===== config.mk =====
export PLATFORM = sky130hd
export DESIGN_NAME = sbw_wakeup_unit
export DESIGN_NICKNAME = d
export VERILOG_FILES = /design/src/rtl/sbw_pkg.sv /design/src/rtl/sbw_scoreboard.sv /design/src/rtl/sbw_waiters.sv /design/src/rtl/sbw_entries.sv /design/src/rtl/sbw_wakeup_unit.sv
export SDC_FILE = /design/constraint.sdc
export NUM_CORES = 1
export LEC_CHECK = 0
export ABC_AREA = 1
export BUFFER_PORTS_ARGS = -buffer_cell sky130_fd_sc_hd__buf_2
export CAP_MARGIN = 20
export CORE_UTILIZATION = 38
export CTS_BUF_LIST = sky130_fd_sc_hd__clkbuf_4 sky130_fd_sc_hd__clkbuf_8
export DETAILED_ROUTE_END_ITERATION = 6
export SLEW_MARGIN = 20
export SYNTH_ARGS = -nofsm -noshare
export SYNTH_HDL_FRONTEND = slang
export SYNTH_SLANG_ARGS = --single-unit

===== constraint.sdc =====
create_clock -name clk_i -period 4 [get_ports clk_i]
set_input_delay 0.4 -clock clk_i [delete_from_list [all_inputs] [get_ports clk_i]]
set_output_delay 0.4 -clock clk_i [all_outputs]
set_load 0.05 [all_outputs]

===== src/rtl/sbw_pkg.sv =====
`timescale 1ns/1ps
package sbw_pkg;
  localparam int unsigned NUM_SRC = 2;

  function automatic logic in_range(input int unsigned idx, input int unsigned lim);
    return idx < lim;
  endfunction
endpackage


===== src/rtl/sbw_scoreboard.sv =====
`timescale 1ns/1ps
module sbw_scoreboard #(
  parameter int unsigned NUM_PREGS = 16,
  parameter int unsigned REG_W     = 5
) (
  input  logic                 clk_i,
  input  logic                 rst_ni,
  input  logic                 set_vld_i,
  input  logic [REG_W-1:0]     set_reg_i,
  input  logic                 clr_vld_i,
  input  logic [REG_W-1:0]     clr_reg_i,
  output logic [NUM_PREGS-1:0] rdy_o
);
  for (genvar r = 0; r < NUM_PREGS; r++) begin : g_bit
    logic set_here, clr_here;
    assign set_here = set_vld_i && (set_reg_i == REG_W'(r));
    assign clr_here = clr_vld_i && (clr_reg_i == REG_W'(r));
    always_ff @(posedge clk_i or negedge rst_ni) begin
      if (!rst_ni)       rdy_o[r] <= 1'b1;
      else if (clr_here) rdy_o[r] <= 1'b0;  // new producer wins
      else if (set_here) rdy_o[r] <= 1'b1;
    end
  end
endmodule


===== src/rtl/sbw_waiters.sv =====
`timescale 1ns/1ps
module sbw_waiters #(
  parameter int unsigned NUM_PREGS   = 16,
  parameter int unsigned NUM_ENTRIES = 8,
  parameter int unsigned REG_W       = 5,
  localparam int unsigned SLOT_W     = $clog2(NUM_ENTRIES)
) (
  input  logic                   clk_i,
  input  logic                   rst_ni,
  input  logic                   add_vld_i,
  input  logic [REG_W-1:0]       add_reg_i,
  input  logic [SLOT_W-1:0]      add_slot_i,
  input  logic                   wake_vld_i,
  input  logic [REG_W-1:0]       wake_reg_i,
  input  logic [NUM_ENTRIES-1:0] clr_col_i,
  output logic [NUM_ENTRIES-1:0] hit_o,
  output logic [NUM_PREGS-1:0]   row_busy_o
);
  logic [NUM_PREGS-1:0][NUM_ENTRIES-1:0] w_q;
  logic [NUM_ENTRIES-1:0] add_oh;

  assign add_oh = NUM_ENTRIES'(1) << add_slot_i;

  for (genvar r = 0; r < NUM_PREGS; r++) begin : g_row
    logic wake_here, add_here;
    assign wake_here = wake_vld_i && (wake_reg_i == REG_W'(r));
    assign add_here  = add_vld_i  && (add_reg_i  == REG_W'(r));
    always_ff @(posedge clk_i or negedge rst_ni) begin
      if (!rst_ni) w_q[r] <= '0;
      else         w_q[r] <= (w_q[r] & ~clr_col_i & ~{NUM_ENTRIES{wake_here}})
                           | (add_here ? add_oh : '0);
    end
    assign row_busy_o[r] = |w_q[r];
  end

  always_comb begin
    hit_o = '0;
    for (int r = 0; r < NUM_PREGS; r++)
      if (wake_vld_i && (wake_reg_i == REG_W'(r))) hit_o = w_q[r];
  end
endmodule


===== src/rtl/sbw_entries.sv =====
`timescale 1ns/1ps
module sbw_entries
  import sbw_pkg::*;
#(
  parameter int unsigned NUM_ENTRIES = 8,
  localparam int unsigned SLOT_W     = $clog2(NUM_ENTRIES)
) (
  input  logic                                  clk_i,
  input  logic                                  rst_ni,
  input  logic                                  ins_vld_i,
  input  logic [SLOT_W-1:0]                     ins_slot_i,
  input  logic [NUM_SRC-1:0]                    ins_src_ok_i,
  input  logic                                  ins_ns_i,
  input  logic [NUM_SRC-1:0][NUM_ENTRIES-1:0]   hit_i,
  input  logic [NUM_ENTRIES-1:0]                free_i,
  input  logic                                  nsr_vld_i,
  input  logic [SLOT_W-1:0]                     nsr_slot_i,
  output logic [NUM_ENTRIES-1:0]                busy_o,
  output logic [NUM_ENTRIES-1:0]                ready_o
);
  for (genvar e = 0; e < NUM_ENTRIES; e++) begin : g_ent
    logic [NUM_SRC-1:0] rdy_q;
    logic               ns_q;
    logic               ins_here;
    logic [NUM_SRC-1:0] hit_e;

    assign ins_here = ins_vld_i && (ins_slot_i == SLOT_W'(e));
    for (genvar k = 0; k < NUM_SRC; k++) begin : g_hit
      assign hit_e[k] = hit_i[k][e];
    end

    always_ff @(posedge clk_i or negedge rst_ni) begin
      if (!rst_ni) begin
        busy_o[e] <= 1'b0;
        rdy_q     <= '0;
        ns_q      <= 1'b0;
      end else if (ins_here) begin
        busy_o[e] <= 1'b1;
        rdy_q     <= ins_src_ok_i;
        ns_q      <= ins_ns_i;
      end else begin
        if (free_i[e]) busy_o[e] <= 1'b0;
        rdy_q <= rdy_q | hit_e;
        if (nsr_vld_i && (nsr_slot_i == SLOT_W'(e))) ns_q <= 1'b0;
      end
    end

    assign ready_o[e] = busy_o[e] && (&rdy_q) && !ns_q;
  end
endmodule


===== src/rtl/sbw_wakeup_unit.sv =====
`timescale 1ns/1ps
module sbw_wakeup_unit
  import sbw_pkg::*;
#(
  parameter int unsigned NUM_PREGS   = 16,
  parameter int unsigned NUM_ENTRIES = 8,
  parameter int unsigned REG_W       = 5,
  localparam int unsigned SLOT_W     = $clog2(NUM_ENTRIES)
) (
  input  logic                   clk_i,
  input  logic                   rst_ni,
  input  logic                   ins_valid_i,
  input  logic [SLOT_W-1:0]      ins_slot_i,
  input  logic [REG_W-1:0]       ins_src0_i,
  input  logic                   ins_src0_vld_i,
  input  logic                   ins_src0_rdy_i,
  input  logic [REG_W-1:0]       ins_src1_i,
  input  logic                   ins_src1_vld_i,
  input  logic                   ins_src1_rdy_i,
  input  logic [REG_W-1:0]       ins_dst_i,
  input  logic                   ins_dst_vld_i,
  input  logic                   ins_nonspec_i,
  input  logic                   cmp_valid_i,
  input  logic [REG_W-1:0]       cmp_reg_i,
  input  logic [NUM_ENTRIES-1:0] sq_mask_i,
  input  logic                   rel_valid_i,
  input  logic [SLOT_W-1:0]      rel_slot_i,
  input  logic                   nsr_valid_i,
  input  logic [SLOT_W-1:0]      nsr_slot_i,
  output logic [NUM_ENTRIES-1:0] busy_o,
  output logic [NUM_ENTRIES-1:0] ready_o,
  output logic [NUM_PREGS-1:0]   preg_rdy_o,
  output logic                   chain_err_o
);
  logic [NUM_SRC-1:0][REG_W-1:0]       src;
  logic [NUM_SRC-1:0]                  src_vld, src_flag, src_ok, add_vld;
  logic [NUM_SRC-1:0][NUM_ENTRIES-1:0] hit;
  logic [NUM_SRC-1:0][NUM_PREGS-1:0]   row_busy;
  logic [NUM_ENTRIES-1:0]              ins_oh, rel_oh, free_col, clr_col;
  logic                                cmp_q_vld, cmp_apply, dst_busy;
  logic [REG_W-1:0]                    cmp_q_reg;

  assign src      = {ins_src1_i, ins_src0_i};
  assign src_vld  = {ins_src1_vld_i, ins_src0_vld_i};
  assign src_flag = {ins_src1_rdy_i, ins_src0_rdy_i};

  // completion takes effect one cycle after it is presented
  always_ff @(posedge clk_i or negedge rst_ni) begin
    if (!rst_ni) begin
      cmp_q_vld <= 1'b0;
      cmp_q_reg <= '0;
    end else begin
      cmp_q_vld <= cmp_valid_i;
      cmp_q_reg <= cmp_reg_i;
    end
  end
  assign cmp_apply = cmp_q_vld && in_range(32'(cmp_q_reg), NUM_PREGS);

  assign ins_oh   = ins_valid_i ? (NUM_ENTRIES'(1) << ins_slot_i) : '0;
  assign rel_oh   = rel_valid_i ? (NUM_ENTRIES'(1) << rel_slot_i) : '0;
  assign free_col = sq_mask_i | rel_oh;
  assign clr_col  = free_col | ins_oh;

  // source check at insert, with bypass of the completion applied this edge
  for (genvar k = 0; k < NUM_SRC; k++) begin : g_src
    logic trk, sb_hit;
    assign trk = in_range(32'(src[k]), NUM_PREGS);
    always_comb begin
      sb_hit = 1'b0;
      for (int r = 0; r < NUM_PREGS; r++)
        if (src[k] == REG_W'(r)) sb_hit = preg_rdy_o[r];
    end
    assign src_ok[k]  = !src_vld[k] || !trk || src_flag[k] || sb_hit
                      || (cmp_apply && (cmp_q_reg == src[k]));
    assign add_vld[k] = ins_valid_i && !src_ok[k];

    sbw_waiters #(
      .NUM_PREGS  (NUM_PREGS),
      .NUM_ENTRIES(NUM_ENTRIES),
      .REG_W      (REG_W)
    ) u_wait (
      .clk_i      (clk_i),
      .rst_ni     (rst_ni),
      .add_vld_i  (add_vld[k]),
      .add_reg_i  (src[k]),
      .add_slot_i (ins_slot_i),
      .wake_vld_i (cmp_apply),
      .wake_reg_i (cmp_q_reg),
      .clr_col_i  (clr_col),
      .hit_o      (hit[k]),
      .row_busy_o (row_busy[k])
    );
  end

  sbw_scoreboard #(
    .NUM_PREGS(NUM_PREGS),
    .REG_W    (REG_W)
  ) u_sb (
    .clk_i     (clk_i),
    .rst_ni    (rst_ni),
    .set_vld_i (cmp_apply),
    .set_reg_i (cmp_q_reg),
    .clr_vld_i (ins_valid_i && ins_dst_vld_i),
    .clr_reg_i (ins_dst_i),
    .rdy_o     (preg_rdy_o)
  );

  sbw_entries #(
    .NUM_ENTRIES(NUM_ENTRIES)
  ) u_ent (
    .clk_i        (clk_i),
    .rst_ni       (rst_ni),
    .ins_vld_i    (ins_valid_i),
    .ins_slot_i   (ins_slot_i),
    .ins_src_ok_i (src_ok),
    .ins_ns_i     (ins_nonspec_i),
    .hit_i        (hit),
    .free_i       (free_col),
    .nsr_vld_i    (nsr_valid_i),
    .nsr_slot_i   (nsr_slot_i),
    .busy_o       (busy_o),
    .ready_o      (ready_o)
  );

  // producer onto a register that still has waiters
  always_comb begin
    dst_busy = 1'b0;
    for (int r = 0; r < NUM_PREGS; r++)
      if (ins_dst_i == REG_W'(r)) dst_busy = row_busy[0][r] || row_busy[1][r];
  end
  assign chain_err_o = ins_valid_i && ins_dst_vld_i && dst_busy
                    && !(cmp_apply && (cmp_q_reg == ins_dst_i));
endmodule


==> results.sh, run 1 <==
export IMPL_status="finished clean"
export IMPL_drtPass1Iterations=6
export IMPL_avgRoutedWirePerCell_um=27.8
export IMPL_hp_class="input port to flip-flop"
export IMPL_pwr_share_clk=0.434
export IMPL_critPathKind="flip-flop to output pin"
export IMPL_grt_pass1_vias=15700
export IMPL_rows=73
export IMPL_vias=16000
export IMPL_numCtsBuffers=56
export IMPL_final_max_slew_viol_count=0
export IMPL_clkLatencyLatePin_ns=0.65
export IMPL_nNetsFinal=2048
export IMPL_die_y_um=203
export IMPL_ys_seq_area_frac=0.504
export IMPL_p_leak_nw=7.97
export IMPL_top_regs="g_src.u_wait.w_q (256), u_ent.g_ent.rdy_q (16), u_sb.rdy_o (16)"
export IMPL_layout_commonest_cell="dfrtp_1"
export IMPL_syn_area_mm2=0.0154
export IMPL_finalClockSkew_ns=0.0255
export IMPL_async_reset_ff_frac=1.00
export IMPL_crit_arrival_ns=3.26
export IMPL_fin_util=0.455
export IMPL_die_area_mm2=0.0414
export IMPL_end_kind="output pin"
export IMPL_required_ns=3.60
export IMPL_cts_root_buf="clkbuf_8"
export IMPL_path_clk_slew_ns=0.06
export IMPL_initial_core_util=0.386
export IMPL_grt_max_degree=109
export IMPL_drive_above_1_share=0.144
export IMPL_p_switching_mw=2.17
export IMPL_yosys_area_top_type_share=0.477
export IMPL_ios=82
export IMPL_maxCapViolations=0
export IMPL_yosysTopAreaCell="dfrtp_1"
export IMPL_period_needed_ns=3.66
export IMPL_ys_warn_count=0
export IMPL_ant_nets=0
export IMPL_slew_headroom=0.228
export IMPL_top_register="g_src.u_wait.w_q"
export IMPL_swShare=0.294
export IMPL_power_internal_mw=5.22
export IMPL_first_iter_violations=2323
export IMPL_route_detailed_drc=0
export IMPL_grt_ovfl_total=0
export IMPL_powerDensity_mw_per_mm2=407
export IMPL_cts_sinks=310
export IMPL_max_freq_mhz=273
export IMPL_start_kind="flip-flop"
export IMPL_syn_to_final_growth_pct=17.9
export IMPL_track_usage=0.348
export IMPL_period_share=0.914
export IMPL_antenna_found_initial=1
export IMPL_drt_wl_total_um=71300
export IMPL_antenna_diode_count=0
export IMPL_htreeDepth=2
export IMPL_rsz0062_at_grt="false"
export IMPL_sequentialPowerShare=0.454
export IMPL_dpl_hpwl_um=51100
export IMPL_path_max_fanout=2
export IMPL_cts_tree="built"
export IMPL_mostFrequentLayoutCells="dfrtp_1, nand2_1, inv_1"
export IMPL_hold_viol=0
export IMPL_clk_path_buf_depth=3
export IMPL_tightest_slew_ns=1.13
export IMPL_synth_edff_count=0
export IMPL_core_region_area_mm2=0.0399
export IMPL_setup_viol=0
export IMPL_synthTopCellsByArea="dfrtp_1, nand2_1, nand3_1"
export IMPL_grt_pass1_wl_um=105000
export IMPL_synth_cells=1850
export IMPL_cts_setup_buffers=0
export IMPL_synth_cell_types=41
export IMPL_gp_congestion=1.02
export IMPL_io_buffers=81
export IMPL_die_w_um=203
export IMPL_combPwrFrac=0.112
export IMPL_largest_register_ffs=256
export IMPL_syn_nets=1899
export IMPL_ys_seq_elements=310
export IMPL_tns_ns=0
export IMPL_avgViaCountPerCell=6.22
export IMPL_avgSynthCellArea_um2=8.33
export IMPL_synth_main_ff_cell="dfrtp_1"
export IMPL_ir_drop_v=0.000315
[stage by stage]
| step | area [um^2] | worst slack [ns] | total power, mW | cells | hold WS, ns |
|---|---|---|---|---|---|
| floorplan | 15400 | 1.24 | 3.79 | 1850 | 0.104 |
| global placement | 16900 | 0.374 | 4.21 | 2457 | 0.483 |
| detailed placement | 16900 | 0.323 | 4.21 | 2457 | 0.491 |
| CTS | 18200 | 0.389 | 7.39 | 2568 | 0.00344 |
| global route | 18200 | 0.145 | 7.61 | 2568 | 0.0206 |
| finish | 18200 | 0.342 | 7.39 | 2568 | 0.0311 |
[critical path, cell delays in order (launching register included)]
cell and delay (ns):
dfrtp_1 0.38, inv_1 0.15, nand4_1 0.19, nor2_1 0.18, nand4_1 0.09, nand2_1 0.08, nand2_1 0.08, nand2_1 0.06
nand2_1 0.07, nand2_1 0.06, nand2_1 0.05, nand2_1 0.06, nand2_1 0.06, nand2_1 0.12, nand2_1 0.07, nand2_1 0.09
nand2_1 0.06, nand2_1 0.07, nand2_1 0.07, nand2_1 0.10, nand2_1 0.06, nand2_1 0.12, a21oi_1 0.11, buf_2 0.23
[power groups by stage]
stage               Sequential, mW  Combinational [mW]  Clock (mW)
floorplan                     3.51               0.278           0
global placement              3.41               0.802           0
detailed placement            3.41               0.804           0
CTS                           3.35               0.812        3.22
global route                  3.36               0.868        3.38
finish                        3.36               0.827        3.21
[cells by family after synthesis]
kind of cell,after synthesis,synth area share
compound gates,411,0.184
xor+xnor,3,0.00170
simple gates,783,0.226
flops,310,0.504
buf+inv,342,0.0833
mux,1,0.000649
[synth_stat cells, types with 2 or more instances]
cell type,instances
o311ai_0,2
dfrtp_1,294
o211ai_1,2
o21ai_1,14
nand3b_1,2
nor2_1,167
nor4_1,37
a21oi_1,49
clkbuf_1,84
clkinv_1,8
nor3b_1,3
nand3_1,212
o32ai_1,100
o2111ai_1,15
a2111oi_0,3
o22ai_1,16
nand4_1,56
o221ai_1,4
inv_1,248
nand2_1,289
nor3_1,16
o21ai_0,101
dfstp_2,16
a31oi_1,5
a211oi_1,14
xor2_1,2
o31ai_1,77
[layout make-up]
| cell class | instances | area [um^2] |
|---|---|---|
| Clock buffer | 95 | 1110 |
| Timing Repair Buffer | 176 | 1230 |
| Clock inverter | 7 | 60.1 |
| Fill cell | 4025 | 21700 |
| Multi-Input combinational cell | 1198 | 6370 |
| Sequential cell | 310 | 7780 |
| Inverter | 257 | 965 |
| Tap cell | 525 | 657 |
[routing by layer]
metal	global-route usage	wire, um
met5	0	0
met1	0.469	28800
met2	0.511	30800
met4	0.184	3780
met3	0.0908	7880
[path summary, 6_finish.rpt]
kind	endpoint	cells after the start	start	slack, ns
worst min register to register	u_ent.busy_o[7]	2	u_ent.busy_o[7]	0.50
worst max-delay path	chain_err_o	23	g_src[1].u_wait.w_q[21]	0.34
worst min-delay path	u_ent.busy_o[5]	4	sq_mask_i[5]	0.03
max in group asynchronous	u_ent.busy_o[1]	3	rst_ni	2.55
min in group asynchronous	cmp_q_reg[3]	2	rst_ni	0.40
worst max register to register	u_ent.g_ent[0].rdy_q[0]	16	cmp_q_reg[4]	0.61
[timing repair]
| item | CTS | global route |
|---|---|---|
| setup endpoints to repair | 0 | 0 |
| hold buffers | 9 | 0 |
| endpoints found under the hold margin | 100 | 0 |
| gates resized for setup | 0 | 0 |
Power figures use the tool's default switching activity.
==> inputs of run 2 (changes only) <==
--- a/config.mk
+++ b/config.mk
@@ -8,6 +8,7 @@
 export ABC_AREA = 1
 export BUFFER_PORTS_ARGS = -buffer_cell sky130_fd_sc_hd__buf_2
 export CAP_MARGIN = 20
+export CORE_ASPECT_RATIO = 0.5
 export CORE_UTILIZATION = 38
 export CTS_BUF_LIST = sky130_fd_sc_hd__clkbuf_4 sky130_fd_sc_hd__clkbuf_8
 export DETAILED_ROUTE_END_ITERATION = 6
==> results.sh, run 2 (synthesis results as in run 1) <==
export IMPL_rsz0062_at_grt="false"
export IMPL_setup_viol=0
export IMPL_cts_root_buf="clkbuf_8"
export IMPL_avgViaCountPerCell=6.10
export IMPL_antenna_found_initial=2
export IMPL_maxCapViolations=0
export IMPL_die_y_um=144
export IMPL_r2r_start="cmp_q_reg[1]"
export IMPL_hold_depth=4
export IMPL_grt_pass1_vias=15100
export IMPL_fin_util=0.455
export IMPL_final_max_slew_viol_count=0
export IMPL_critPathKind="input port to output pin"
export IMPL_rows=51
export IMPL_initial_core_util=0.391
export IMPL_tns_ns=0
export IMPL_period_share=0.922
export IMPL_grt_ovfl_total=0
export IMPL_tightest_slew_ns=1.15
export IMPL_end_kind="output pin"
export IMPL_path_clk_slew_ns=0.06
export IMPL_path_max_fanout=5
export IMPL_slew_headroom=0.232
export IMPL_r2r_end="u_ent.g_ent[6].rdy_q[0]"
export IMPL_ios=82
export IMPL_drtPass1Iterations=7
export IMPL_hold_end="u_ent.busy_o[0]"
export IMPL_core_region_area_mm2=0.0394
export IMPL_combPwrFrac=0.112
export IMPL_mostFrequentLayoutCells="dfrtp_1, nand2_1, inv_1"
export IMPL_top_register="g_src.u_wait.w_q"
export IMPL_p_leak_nw=7.84
export IMPL_nNetsFinal=2026
export IMPL_r2r_setup_slack_ns=0.84
export IMPL_hp_class="input port to flip-flop"
export IMPL_die_area_mm2=0.0414
export IMPL_period_needed_ns=3.69
export IMPL_start_kind="input port"
export IMPL_cts_sinks=310
export IMPL_status="finished clean"
export IMPL_numCtsBuffers=47
export IMPL_htreeDepth=2
export IMPL_timing_hold_ws_ns=0.0496
export IMPL_ir_drop_v=0.000163
export IMPL_grt_pass1_wl_um=97800
export IMPL_p_switching_mw=2.08
export IMPL_dpl_hpwl_um=46100
export IMPL_finalClockSkew_ns=0.0307
export IMPL_drive_above_1_share=0.133
export IMPL_rr_worst_depth=18
export IMPL_track_usage=0.320
export IMPL_power_internal_mw=5.08
export IMPL_vias=15500
export IMPL_avgRoutedWirePerCell_um=25.7
export IMPL_route_detailed_drc=0
export IMPL_top_regs="g_src.u_wait.w_q (256), u_ent.g_ent.rdy_q (16), u_sb.rdy_o (16)"
export IMPL_first_iter_violations=1995
export IMPL_grt_max_degree=98
export IMPL_hold_viol=0
export IMPL_layout_commonest_cell="dfrtp_1"
export IMPL_powerDensity_mw_per_mm2=399
export IMPL_min_from="sq_mask_i[0]"
export IMPL_cts_tree="built"
export IMPL_max_freq_mhz=271
export IMPL_crit_arrival_ns=3.29
export IMPL_cts_resized=0
export IMPL_drt_wl_total_um=65500
export IMPL_largest_register_ffs=256
export IMPL_ant_nets=0
export IMPL_gp_congestion=0.962
export IMPL_clk_path_buf_depth=3
export IMPL_cts_setup_buffers=0
export IMPL_die_w_um=287
export IMPL_sequentialPowerShare=0.466
export IMPL_io_buffers=81
export IMPL_clkLatencyLatePin_ns=0.61
export IMPL_power_mw=7.15
export IMPL_swShare=0.290
export IMPL_required_ns=3.60
export IMPL_syn_to_final_growth_pct=16.3
export IMPL_pwr_share_clk=0.422
run 2: cell types whose count changed in the layout (fill, tap and decap cells not counted), sizes merged:
cell         previous run  this run
buf                   167       156
dlygate4sd3             9         7
clkbuf                 95        84
diode                   0         2
clkinv                 14        10
run 2: area by class of cell:
type                       count  area (um^2)
antenna                        2         5.00
clock inverter                 3         40.0
clock buffer                  84         1030
multi-input combinational   1198         6370
fill                        3951        21500
sequential                   310         7780
timing repair buffer         163         1070
tap                          530          663
inverter                     257          965
run 2: worst max-delay path by stage:
stage               depth (start not counted)  slack (ns)          from     endpoint
floorplan                                  23        1.24  ins_dst_i[4]  chain_err_o
global placement                           25        0.46  ins_dst_i[4]  chain_err_o
detailed placement                         25        0.47  ins_dst_i[4]  chain_err_o
CTS                                        25        0.46  ins_dst_i[4]  chain_err_o
global route                               25        0.13  ins_dst_i[4]  chain_err_o
finish                                     25        0.31  ins_dst_i[4]  chain_err_o
run 2: per-stage QoR:
stage	setup WS (ns)	instance area (um^2)	instances
2_1_floorplan	1.24	15400	1850
3_3_place_gp	0.458	16800	2451
3_5_place_dp	0.475	16800	2451
4_1_cts	0.464	17900	2545
5_1_grt	0.130	17900	2545
6_report	0.314	17900	2547
run 2: layer usage:
layer	track usage	vias to the layer above	part of all wire
met5	0	-	0
met4	0.161	0	0.052
met3	0.0776	219	0.11
met2	0.480	972	0.42
met1	0.433	7576	0.41
li1	-	6757	-
run 2: power groups by stage:
stage	registers (mW)	logic [mW]	clock network [mW]
2_1_floorplan	3.51	0.278	0
3_3_place_gp	3.39	0.777	0
3_5_place_dp	3.39	0.779	0
4_1_cts	3.33	0.786	3.03
5_1_grt	3.34	0.841	3.15
6_report	3.33	0.800	3.02
run 2: timing repair:
item,in CTS,in global routing
hold endpoints to repair,85,0
setup endpoints to repair,0,0
hold buffers,7,0
run 2: worst max-delay path: stages:
cell and delay, ns:
buf_2 0.10, inv_1 0.22, nand3_1 0.30, nor2_1 0.34, inv_1 0.12, nand3_1 0.12
nand2_1 0.05, nand2_1 0.07, nand2_1 0.07, nand2_1 0.06, nand2_1 0.06, nand2_1 0.06
nand2_1 0.06, nand2_1 0.07, nand2_1 0.07, nand2_1 0.06, nand2_1 0.06, nand2_1 0.05
nand2_1 0.07, nand2_1 0.06, nand2_1 0.05, nand2_1 0.08, nand2_1 0.06, a21oi_1 0.30
buf_2 0.33
==> inputs of run 3 (changes only) <==
--- a/config.mk
+++ b/config.mk
@@ -10,7 +10,6 @@
 export CAP_MARGIN = 20
 export CORE_ASPECT_RATIO = 0.5
 export CORE_UTILIZATION = 38
-export CTS_BUF_LIST = sky130_fd_sc_hd__clkbuf_4 sky130_fd_sc_hd__clkbuf_8
 export DETAILED_ROUTE_END_ITERATION = 6
 export SLEW_MARGIN = 20
 export SYNTH_ARGS = -nofsm -noshare
==> results.sh, run 3 (synthesis results as in run 1) <==
export IMPL_status="finished clean"
export IMPL_fillCellCount=3936
export IMPL_max_freq_mhz=275
export IMPL_timing_hold_ws_ns=0.0618
export IMPL_track_usage=0.316
export IMPL_rr_worst_depth=19
export IMPL_dp_cells=2451
export IMPL_dpl_hpwl_um=46100
export IMPL_critPathKind="input port to output pin"
export IMPL_gp_congestion=0.962
export IMPL_nNetsFinal=2010
export IMPL_die_area_mm2=0.0414
export IMPL_top_register="g_src.u_wait.w_q"
export IMPL_die_w_um=287
export IMPL_power_internal_mw=5.26
export IMPL_period_share=0.909
export IMPL_die_y_um=144
export IMPL_slew_headroom=0.197
export IMPL_syn_to_final_growth_pct=16.4
export IMPL_grt_pass1_wl_um=96900
export IMPL_tns_ns=0
export IMPL_ios=82
export IMPL_required_ns=3.60
export IMPL_grt_max_degree=98
export IMPL_first_iter_violations=1788
export IMPL_htreeDepth=1
export IMPL_path_clk_slew_ns=0.07
export IMPL_core_region_area_mm2=0.0394
export IMPL_ir_drop_v=0.000320
export IMPL_clk_path_buf_depth=3
export IMPL_p_switching_mw=2.04
export IMPL_rows=51
export IMPL_io_buffers=81
export IMPL_setup_viol=0
export IMPL_cts_sinks=310
export IMPL_finalClockSkew_ns=0.0142
export IMPL_finalNonFillerCells=2516
export IMPL_maxCapViolations=0
export IMPL_final_max_slew_viol_count=0
export IMPL_largest_register_ffs=256
export IMPL_hold_viol=0
export IMPL_swShare=0.279
export IMPL_grt_ovfl_total=0
export IMPL_mostFrequentLayoutCells="dfrtp_1, nand2_1, inv_1"
export IMPL_vias=15500
export IMPL_period_needed_ns=3.64
export IMPL_antenna_found_initial=1
export IMPL_start_kind="input port"
export IMPL_cts_root_buf="clkbuf_16"
export IMPL_powerDensity_mw_per_mm2=407
export IMPL_drive_above_1_share=0.116
export IMPL_avgViaCountPerCell=6.17
export IMPL_numCtsBuffers=31
export IMPL_tightest_slew_ns=1.20
export IMPL_top_regs="g_src.u_wait.w_q (256), u_ent.g_ent.rdy_q (16), u_sb.rdy_o (16)"
export IMPL_cts_tree="built"
export IMPL_preCtsSetupSlack_ns=0.475
export IMPL_ant_nets=0
export IMPL_initial_core_util=0.391
export IMPL_path_max_fanout=5
export IMPL_drt_wl_total_um=65200
export IMPL_cts_resized=0
export IMPL_sequentialPowerShare=0.457
export IMPL_layout_commonest_cell="dfrtp_1"
export IMPL_crit_arrival_ns=3.24
export IMPL_p_leak_nw=7.80
export IMPL_rsz0062_at_grt="false"
export IMPL_hp_class="input port to flip-flop"
export IMPL_route_detailed_drc=0
export IMPL_power_mw=7.30
export IMPL_drtPass1Iterations=6
export IMPL_antenna_diode_count=0
export IMPL_combPwrFrac=0.110
export IMPL_end_kind="output pin"
export IMPL_hold_depth=4
export IMPL_setup_ws_ns=0.363
export IMPL_avgRoutedWirePerCell_um=25.9
export IMPL_clkLatencyLatePin_ns=0.59
export IMPL_pwr_share_clk=0.433
export IMPL_grt_pass1_vias=14900
==> run 3: cell types whose count changed in the layout (fill, tap and decap cells not counted), moves of 2 or more <==
cell and change:
bufinv_16 +2, clkbuf_1 +7, clkbuf_16 +31, clkbuf_4 -20, clkbuf_8 -51, diode_2 -2
==> run 3: layout make-up <==
cell class,instances,area (um^2),share of cell area
Sequential cell,310,7780,0.433
Tap cell,530,663,0.0370
Inverter,257,965,0.0538
Multi-Input combinational cell,1198,6370,0.355
Clock inverter,7,114,0.00634
Clock buffer,51,981,0.0547
Timing Repair Buffer,163,1070,0.0598
==> run 3: layer usage <==
layer | GRT usage | vias to the layer above | routed length [um]
li1 | - | 6724 | -
met1 | 0.436 | 7663 | 27400
met2 | 0.481 | 929 | 28000
met3 | 0.0662 | 211 | 6620
met4 | 0.139 | 0 | 3230
met5 | 0 | - | 0
==> run 3: power groups by stage <==
stage	combinational (mW)	clock, mW	sequential, mW
after CTS	0.786	3.18	3.33
after global routing	0.840	3.28	3.34
after global placement	0.777	0	3.39
final	0.801	3.16	3.34
after floorplan	0.278	0	3.51
after detailed placement	0.779	0	3.39
==> run 3: path summary, 6_finish.rpt <==
check	from	endpoint	slack, ns
worst max-delay path	ins_dst_i[4]	chain_err_o	0.36
worst min-delay path	sq_mask_i[0]	u_ent.busy_o[0]	0.06
worst max register to register	cmp_q_reg[1]	u_ent.g_ent[5].rdy_q[0]	0.84
worst min register to register	u_ent.busy_o[0]	u_ent.busy_o[0]	0.51
max in group asynchronous	rst_ni	u_sb.rdy_o[0]	2.50
min in group asynchronous	rst_ni	u_ent.busy_o[0]	0.44
==> run 3: through the flow <==
step	cell area (um^2)	util
2_1_floorplan	15400	-
3_3_place_gp	16800	0.426
3_5_place_dp	16800	0.426
4_1_cts	17900	0.455
5_1_grt	17900	0.455
6_report	17900	0.455
==> run 3: timing repair <==
action                                 in CTS  in global routing
buffers inserted                            0                  0
hold buffers                                7                  0
setup endpoints to repair                   0                  0
endpoints found under the hold margin      85                  0
==> run 3: worst max-delay path, stage by stage <==
cell and delay, ns:
buf_2 0.10, inv_1 0.22, nand3_1 0.29, nor2_1 0.33
inv_1 0.12, nand3_1 0.12, nand2_1 0.05, nand2_1 0.06
nand2_1 0.07, nand2_1 0.06, nand2_1 0.06, nand2_1 0.06
nand2_1 0.07, nand2_1 0.07, nand2_1 0.07, nand2_1 0.06
nand2_1 0.06, nand2_1 0.05, nand2_1 0.07, nand2_1 0.06
nand2_1 0.05, nand2_1 0.08, nand2_1 0.06, a21oi_1 0.26
buf_2 0.33
